## src/rtl/bus_access_detect.sv

```systemverilog
module bus_access_detect #(
  parameter int OE_DELAY = 2,
  parameter int SYNC_LEN = 3,
  parameter int ADDR_W   = 8,
  parameter int DATA_W   = 8
) (
  input  logic              clk,
  input  logic              rst_n,
  input  logic              cpu_clk_i,
  input  logic              rd_n_i,
  input  logic              wr_n_i,
  input  logic              periph_n_i,
  input  logic [ADDR_W-1:0] addr_i,
  input  logic [DATA_W-1:0] data_i,
  output logic              cpu_clk_sync_o,
  output logic              access_o,
  output logic              rd_pulse_o,
  output logic              wr_pulse_o,
  output logic              cycle_end_o,
  output logic              oe_o,
  output logic [ADDR_W-1:0] wr_addr_o,
  output logic [DATA_W-1:0] wr_data_o,
  output logic              wr_periph_o
);

  localparam int OLD = SYNC_LEN - 1;
  localparam int PRV = SYNC_LEN - 2;
  localparam int DW  = $clog2(OE_DELAY + 1) + 1;

  logic [SYNC_LEN-1:0] rd_sr, wr_sr, pa_sr, ck_sr;
  logic                rd_busy, wr_busy;
  logic [DW-1:0]       dly;

  wire rd_fall = rd_sr[OLD] & ~rd_sr[PRV];
  wire rd_rise = ~rd_sr[OLD] & rd_sr[PRV];
  wire wr_fall = wr_sr[OLD] & ~wr_sr[PRV];
  wire wr_rise = ~wr_sr[OLD] & wr_sr[PRV];

  assign cpu_clk_sync_o = ck_sr[OLD];
  assign access_o       = rd_busy | wr_busy;

  // strobe synchronizers start at the idle level of each line
  always_ff @(posedge clk or negedge rst_n) begin
    if (!rst_n) begin
      rd_sr <= '1;
      wr_sr <= '1;
      pa_sr <= '1;
      ck_sr <= '0;
    end else begin
      rd_sr <= {rd_sr[PRV:0], rd_n_i};
      wr_sr <= {wr_sr[PRV:0], wr_n_i};
      pa_sr <= {pa_sr[PRV:0], periph_n_i};
      ck_sr <= {ck_sr[PRV:0], cpu_clk_i};
    end
  end

  // read: end taken from the strobe, never from the CPU clock
  always_ff @(posedge clk or negedge rst_n) begin
    if (!rst_n) begin
      rd_busy    <= 1'b0;
      oe_o       <= 1'b0;
      dly        <= '0;
      rd_pulse_o <= 1'b0;
    end else begin
      rd_pulse_o <= rd_fall;
      if (rd_fall) begin
        rd_busy <= 1'b1;
        dly     <= DW'(OE_DELAY);
        oe_o    <= (OE_DELAY == 0);
      end else if (rd_rise) begin
        rd_busy <= 1'b0;
        oe_o    <= 1'b0;
        dly     <= '0;
      end else if (rd_busy && !oe_o) begin
        if (dly > DW'(1)) dly <= dly - DW'(1);
        else              oe_o <= 1'b1;
      end
    end
  end

  always_ff @(posedge clk or negedge rst_n) begin
    if (!rst_n) begin
      wr_busy     <= 1'b0;
      wr_pulse_o  <= 1'b0;
      cycle_end_o <= 1'b0;
      wr_addr_o   <= '0;
      wr_data_o   <= '0;
      wr_periph_o <= 1'b0;
    end else begin
      wr_pulse_o  <= wr_rise;
      cycle_end_o <= rd_rise | wr_rise;
      if (wr_fall) wr_busy <= 1'b1;
      else if (wr_rise) begin
        wr_busy     <= 1'b0;
        wr_addr_o   <= addr_i;
        wr_data_o   <= data_i;
        wr_periph_o <= ~pa_sr[OLD];
      end
    end
  end

  p_oe_in_read_r4: assert property (@(posedge clk) disable iff (!rst_n)
    oe_o |-> access_o);
  p_oe_late_r4: assert property (@(posedge clk) disable iff (!rst_n)
    (OE_DELAY > 0) && rd_pulse_o |-> !oe_o);
  p_end_closes_r5: assert property (@(posedge clk) disable iff (!rst_n)
    cycle_end_o |-> !oe_o && !access_o);
  p_wr_single_r7: assert property (@(posedge clk) disable iff (!rst_n)
    wr_pulse_o |=> !wr_pulse_o);
  p_wr_end_r7: assert property (@(posedge clk) disable iff (!rst_n)
    wr_pulse_o |-> cycle_end_o);
  p_no_oe_write_r8: assert property (@(posedge clk) disable iff (!rst_n)
    wr_pulse_o |-> !oe_o);

endmodule

```

## config.mk

```make
export PLATFORM = sky130hd
export DESIGN_NAME = bus_access_detect
export DESIGN_NICKNAME = d
export VERILOG_FILES = /design/src/rtl/bus_access_detect.sv
export SDC_FILE = /design/constraint.sdc
export NUM_CORES = 1
export LEC_CHECK = 0
export BUFFER_PORTS_ARGS = -buffer_cell sky130_fd_sc_hd__buf_2
export CORE_AREA = 8 8 71 73
export CTS_CLUSTER_SIZE = 20
export DETAILED_ROUTE_END_ITERATION = 8
export DIE_AREA = 0 0 79 81
export GPL_ROUTABILITY_DRIVEN = 0
export PLACE_DENSITY = 0.7
export SETUP_SLACK_MARGIN = 0.4
export SLEW_MARGIN = 20
export SYNTH_ARGS = -nofsm -noshare
export SYNTH_HDL_FRONTEND = slang
export SYNTH_SLANG_ARGS = --single-unit
```

## constraint.sdc

```tcl
create_clock -name clk -period 1.5 [get_ports clk]
set_clock_uncertainty 0.1 [all_clocks]
set_input_delay 0.15 -clock clk [delete_from_list [all_inputs] [get_ports clk]]
set_output_delay 0.15 -clock clk [all_outputs]
set_load 0.02 [all_outputs]
```

## Word-level counts from Yosys, hierarchy flattened

Index checks and enable logic that the tools add are counted.
W data, S select, Z words.

| word-level totals | value |
|---|---|
| word-level logic and storage cells | 50 |
| register bits | 38 |
| bits of input ports | 22 |

| cells by class | value |
|---|---|
| muxes and demuxes | 12 |
| add/subtract/negate cells | 1 |
| order comparisons | 1 |
| eq/ne operators | 1 |
| bitwise operators | 12 |
| reduce and logical (&&, ||, !) cells | 9 |

Operator list:

| kind | count |
|---|---|
| $mux W3 | 4 |
| $mux W1 | 8 |
| $not A1 Y1 | 6 |
| $reduce_and A2 Y1 | 3 |
| $reduce_bool A3 Y1 | 2 |
| $and A1 B1 Y1 | 4 |
| $reduce_bool A2 Y1 | 2 |
| $gt A3 B1 Y1 const B | 1 |
| $ne A3 B3 Y1 const B | 1 |
| $sub A3 B1 Y3 const B | 1 |
| $or A1 B1 Y1 | 2 |
| $logic_and A1 B1 Y1 | 1 |
| $logic_not A1 Y1 | 1 |

## Depth between registers and ports, before layout

| depth | value |
|---|---|
| depth after elaboration | 5 |
| depth in mapped cells | 6 |
| gate-level depth less buffers | 5 |

## Worst setup path before layout

OpenSTA, ideal clock, no wires.

| timing path | value |
|---|---|
| path type | reg2reg |
| start point | register rd_sr[1] |
| end point | register dly[1] |
| cell stages (with the launch flop) | 7 |
| arrival | 1.350 ns |
| path slack | -0.078 ns |
| path through | dfstp_2 -> inv_1 -> ha_1 -> buf_6 -> nor2b_1 -> a221oi_2 -> a31oi_1 |

| between the ends | value |
|---|---|
| cells in the longest elaborated chain, start to end | 4 |
| elaborated cells between the ends (all ways) | 8 |
| classes of those cells | mux: 2; bitwise: 3; reduce/logical: 3 |

RTL lines:

| what | RTL line | text |
|---|---|---|
| from (decl) | 30 | `logic [SYNC_LEN-1:0] rd_sr, wr_sr, pa_sr, ck_sr;` |
| from (signal assigned) | 50 | `rd_sr <= {rd_sr[PRV:0], rd_n_i};` |
| $not A1 Y1 | 34 | `wire rd_fall = rd_sr[OLD] & ~rd_sr[PRV];` |
| $and A1 B1 Y1 | 34 |  |
| $reduce_bool A3 Y1 (no source line) | - |  |
| $reduce_and A2 Y1 (no source line) | - |  |
| to (signal assigned) | 68 | `dly <= DW'(OE_DELAY);` |
| to (signal assigned) | 75 | `if (dly > DW'(1)) dly <= dly - DW'(1);` |
| to (decl) | 32 | `logic [DW-1:0] dly;` |

Parallel ways exist; a longest one is shown, timed or not.
A chain may end at the register's enable or synchronous reset.

## Final worst setup path

Ends and elaborated chain as after synthesis.

==> metrics.log <==
INFO  metric die-area = 0.006399 mm²
INFO  metric regToRegSetupSlack = 0.04 ns
INFO  metric grt_pass1_wl = 5630 µm
INFO  metric tightest_slew = 0.4516 ns
INFO  metric cts.clk_slew.worst_paths = 0.07 ns
INFO  metric cts-htree-levels = 2
INFO  metric worst_slew_slack_as_a_fraction_of_its_limit = 69.90%
INFO  metric routedWlPerCell = 15.86 µm
INFO  metric first_iter_violations = 50
INFO  metric die_height = 81 µm
INFO  metric rsz0062_at_grt = true
INFO  metric synth_warnings = 0
INFO  metric cts_buffer_depth = 2
INFO  metric layout-drive-gt1-share = 60.64%
INFO  metric grt_antenna_before_repair = 0
INFO  metric cts-buffers-inserted = 5
INFO  metric status = completed
INFO  metric grt_max_degree = 21
INFO  metric globalRouteOverflowTotal = 0
INFO  metric vias = 1,102
INFO  metric maximum_capacitance_violations = 0
INFO  metric ant_nets = 0
INFO  metric critPathSlowestCell = sky130_fd_sc_hd__dfstp_2
INFO  metric cp_max_stage_delay = 0.55 ns
INFO  metric cellPowerDensity = 1189 mW/mm²
INFO  metric worst_hold_path_type = input port to flip-flop
INFO  metric total_leakage_power = 1.176 nW
INFO  metric mostFrequentLayoutCell = sky130_fd_sc_hd__dfrtp_1
INFO  metric dieWidth = 79 µm
INFO  metric grt_pass1_vias = 1,181
INFO  metric detail_route.first_pass.iterations = 4
INFO  metric portBuffers = 44
INFO  metric route.final.wire_length = 3775 µm
INFO  metric number_of_antenna_repair_diodes = 0
INFO  metric type_of_the_setup_path_with_the_least_slack = flip-flop to flip-flop
INFO  metric max_freq = 684.9 MHz
INFO  metric grt_util_all_layers = 11.31%
INFO  metric post-route-min-period = 1.460 ns
INFO  metric areaGrowthSynthToFinish = 62.08%
INFO  metric finalCritPeriodShare = 97.33%
INFO  metric final-hold-violation-count = 0
INFO  metric initial_utilization = 39.03%
INFO  metric design.final.nets = 215
INFO  metric floorplan.rows = 23
INFO  metric route.detailed.vias_per_inst = 4.630
INFO  metric dpl_worst_slack = -0.06233 ns
INFO  metric hpwlAfterDp = 2242 µm
INFO  metric finish.utilization = 63.27%
INFO  metric netlist_instances = 100
INFO  metric average_size_of_a_mapped_cell = 15.28 µm²
INFO  metric final-max-slew-violation-count = 0
INFO  metric yosys_register_bits = 38
INFO  metric final-setup-viol-count = 0
INFO  metric clk-insertion-delay-late = 0.28 ns
INFO  metric crit_required = 1.57 ns
INFO  metric core_area = 0.003914 mm²
INFO  metric tritoncts_num_sinks = 38
INFO  metric worstPathArrival = 1.53 ns
INFO  metric power.ir.vdd_worst = 0.0006938 V
INFO  metric post_synth_instance_area = 0.001528 mm²
INFO  metric worstPathCellList = inv_2 -> ha_4 -> buf_6 -> a221oi_2 -> a31oi_1
INFO  metric yosysUniqueCellTypes = 26
INFO  metric synth.net_count = 128
INFO  metric nature_of_the_critical_path_endpoint = flip-flop
INFO  metric cts_tree = built
INFO  metric crit_path_max_fanout = 7
INFO  metric num_io_pins = 45
INFO  metric synth.yosys.seq_area_share = 62.98%
INFO  metric timing.critical_path.from_type = flip-flop
INFO  metric most-common-layout-cells = 29 x sky130_fd_sc_hd__dfrtp_1, 28 x sky130_fd_sc_hd__buf_2, 20 x sky130_fd_sc_hd__dlygate4sd3_1
INFO  metric drc_errors = 0
INFO  metric cts-root-buf = sky130_fd_sc_hd__clkbuf_8
INFO  metric worst_setup_slack_final = 0.04002 ns
==> flip-flops by register name, indices dropped and copies added (netlist names) <==
| name | cells |
|---|---|
| pa_sr | 3 |
| wr_pulse_o | 1 |
| oe_o | 1 |
| wr_sr | 3 |
| rd_busy | 1 |
| ck_sr | 3 |
| wr_busy | 1 |
| wr_addr_o | 8 |
| dly | 3 |
| wr_periph_o | 1 |
| rd_pulse_o | 1 |
| wr_data_o | 8 |
| cycle_end_o | 1 |
| rd_sr | 3 |
==> synth_stat cells <==
master | n | area share (%)
sky130_fd_sc_hd__mux2i_1 | 1 | 0.66
sky130_fd_sc_hd__nor2b_1 | 3 | 1.2
sky130_fd_sc_hd__buf_6 | 2 | 1.5
sky130_fd_sc_hd__o21bai_1 | 2 | 0.98
sky130_fd_sc_hd__o21ai_0 | 2 | 0.66
sky130_fd_sc_hd__o211ai_1 | 1 | 0.49
sky130_fd_sc_hd__nand2_1 | 4 | 0.98
sky130_fd_sc_hd__inv_1 | 8 | 2.0
sky130_fd_sc_hd__mux2_2 | 9 | 6.6
sky130_fd_sc_hd__a221oi_2 | 1 | 0.98
sky130_fd_sc_hd__dfrtp_1 | 29 | 48
sky130_fd_sc_hd__nand2b_1 | 1 | 0.41
sky130_fd_sc_hd__o2111ai_1 | 1 | 0.57
sky130_fd_sc_hd__nand3_1 | 1 | 0.33
sky130_fd_sc_hd__a31oi_1 | 2 | 0.82
sky130_fd_sc_hd__ha_1 | 6 | 4.9
sky130_fd_sc_hd__or2_2 | 2 | 0.82
sky130_fd_sc_hd__dfstp_2 | 9 | 15
sky130_fd_sc_hd__o31ai_2 | 1 | 0.82
sky130_fd_sc_hd__buf_12 | 1 | 1.3
sky130_fd_sc_hd__nor4b_2 | 1 | 0.98
sky130_fd_sc_hd__mux2_4 | 8 | 7.9
sky130_fd_sc_hd__a21boi_1 | 1 | 0.49
sky130_fd_sc_hd__nor2_1 | 2 | 0.49
sky130_fd_sc_hd__o31ai_1 | 1 | 0.49
sky130_fd_sc_hd__o21ba_2 | 1 | 0.66
==> layout make-up <==
| type | instances | area [µm²] |
|---|---|---|
| clock inverter | 1 | 7.507 |
| multi-input combinational | 51 | 614.3 |
| clock buffer | 7 | 76.32 |
| fill | 287 | 1438 |
| inverter | 8 | 30.03 |
| timing repair buffer | 83 | 723.2 |
| tap | 50 | 62.56 |
| sequential | 38 | 962.2 |
==> path summary, 6_finish.rpt <==
check	to	from	depth (start not counted)
min in group asynchronous	ck_sr[1]$_DFF_PN0_	rst_n	2
hold reg to reg	ck_sr[2]$_DFF_PN0_	ck_sr[1]$_DFF_PN0_	0
max in group asynchronous	rd_sr[1]$_DFF_PN1_	rst_n	3
setup reg to reg	dly[1]$_DFFE_PN0P_	rd_sr[1]$_DFF_PN1_	5
hold / removal	wr_addr_o[7]$_DFFE_PN0P_	addr_i[7]	2
setup / recovery	dly[1]$_DFFE_PN0P_	rd_sr[1]$_DFF_PN1_	5
==> critical path: cells and delay by family (launching register included) <==
kind / cells / cell delay, ns
buf+inv: 2 / 0.18
compound gates: 2 / 0.30
flops: 1 / 0.55
fa+ha+maj: 1 / 0.22
==> kinds of logic after synthesis <==
| kind of cell | after synthesis | synth area share, % |
|---|---|---|
| fa+ha+maj | 6 | 4.914 |
| compound gates | 13 | 6.961 |
| flops | 38 | 62.98 |
| buf+inv | 11 | 4.750 |
| mux | 18 | 15.15 |
| simple gates | 14 | 5.241 |
==> per-layer routing <==
| layer | routed length (µm) | vias up | track usage [%] |
|---|---|---|---|
| met5 | 0 | - | 0 |
| met4 | 14 | 0 | 4.259 |
| met3 | 190 | 2 | 4.746 |
| met2 | 2081 | 30 | 19.72 |
| met1 | 1488 | 560 | 11.96 |
| li1 | - | 510 | - |
==> per-stage QoR <==
stage | total power [mW] | hold WS [ns] | std cells | setup TNS, ns | instance area [µm²]
final | 2.943 | 0.02323 | 238 | 0 | 2476
after CTS | 2.804 | 0.0001370 | 232 | 0 | 2326
after global placement | 1.950 | 0.01939 | 194 | -0.009728 | 1856
after floorplan | 1.760 | -0.2456 | 100 | -0.06088 | 1584
after detailed placement | 1.983 | 0.02398 | 194 | -0.09128 | 1856
after global routing | 3.079 | 0.01579 | 238 | -0.01216 | 2476
==> report_power, final <==
group | leakage, nW | internal, mW | switching (mW)
registers | 0.443 | 1.17 | 0.143
logic | 0.695 | 0.537 | 0.427
clock network | 0.0385 | 0.329 | 0.336
==> timing repair <==
item / CTS / global route
setup buffers: 10 / 5
hold endpoints to repair: 34 / 1
gates cloned: 1 / 0
pin swaps: 5 / 3
endpoints found under the setup margin: 30 / 42
resized for setup: 26 / 28
hold buffers: 19 / 1
No activity file was read; power rests on OpenSTA's default activity.
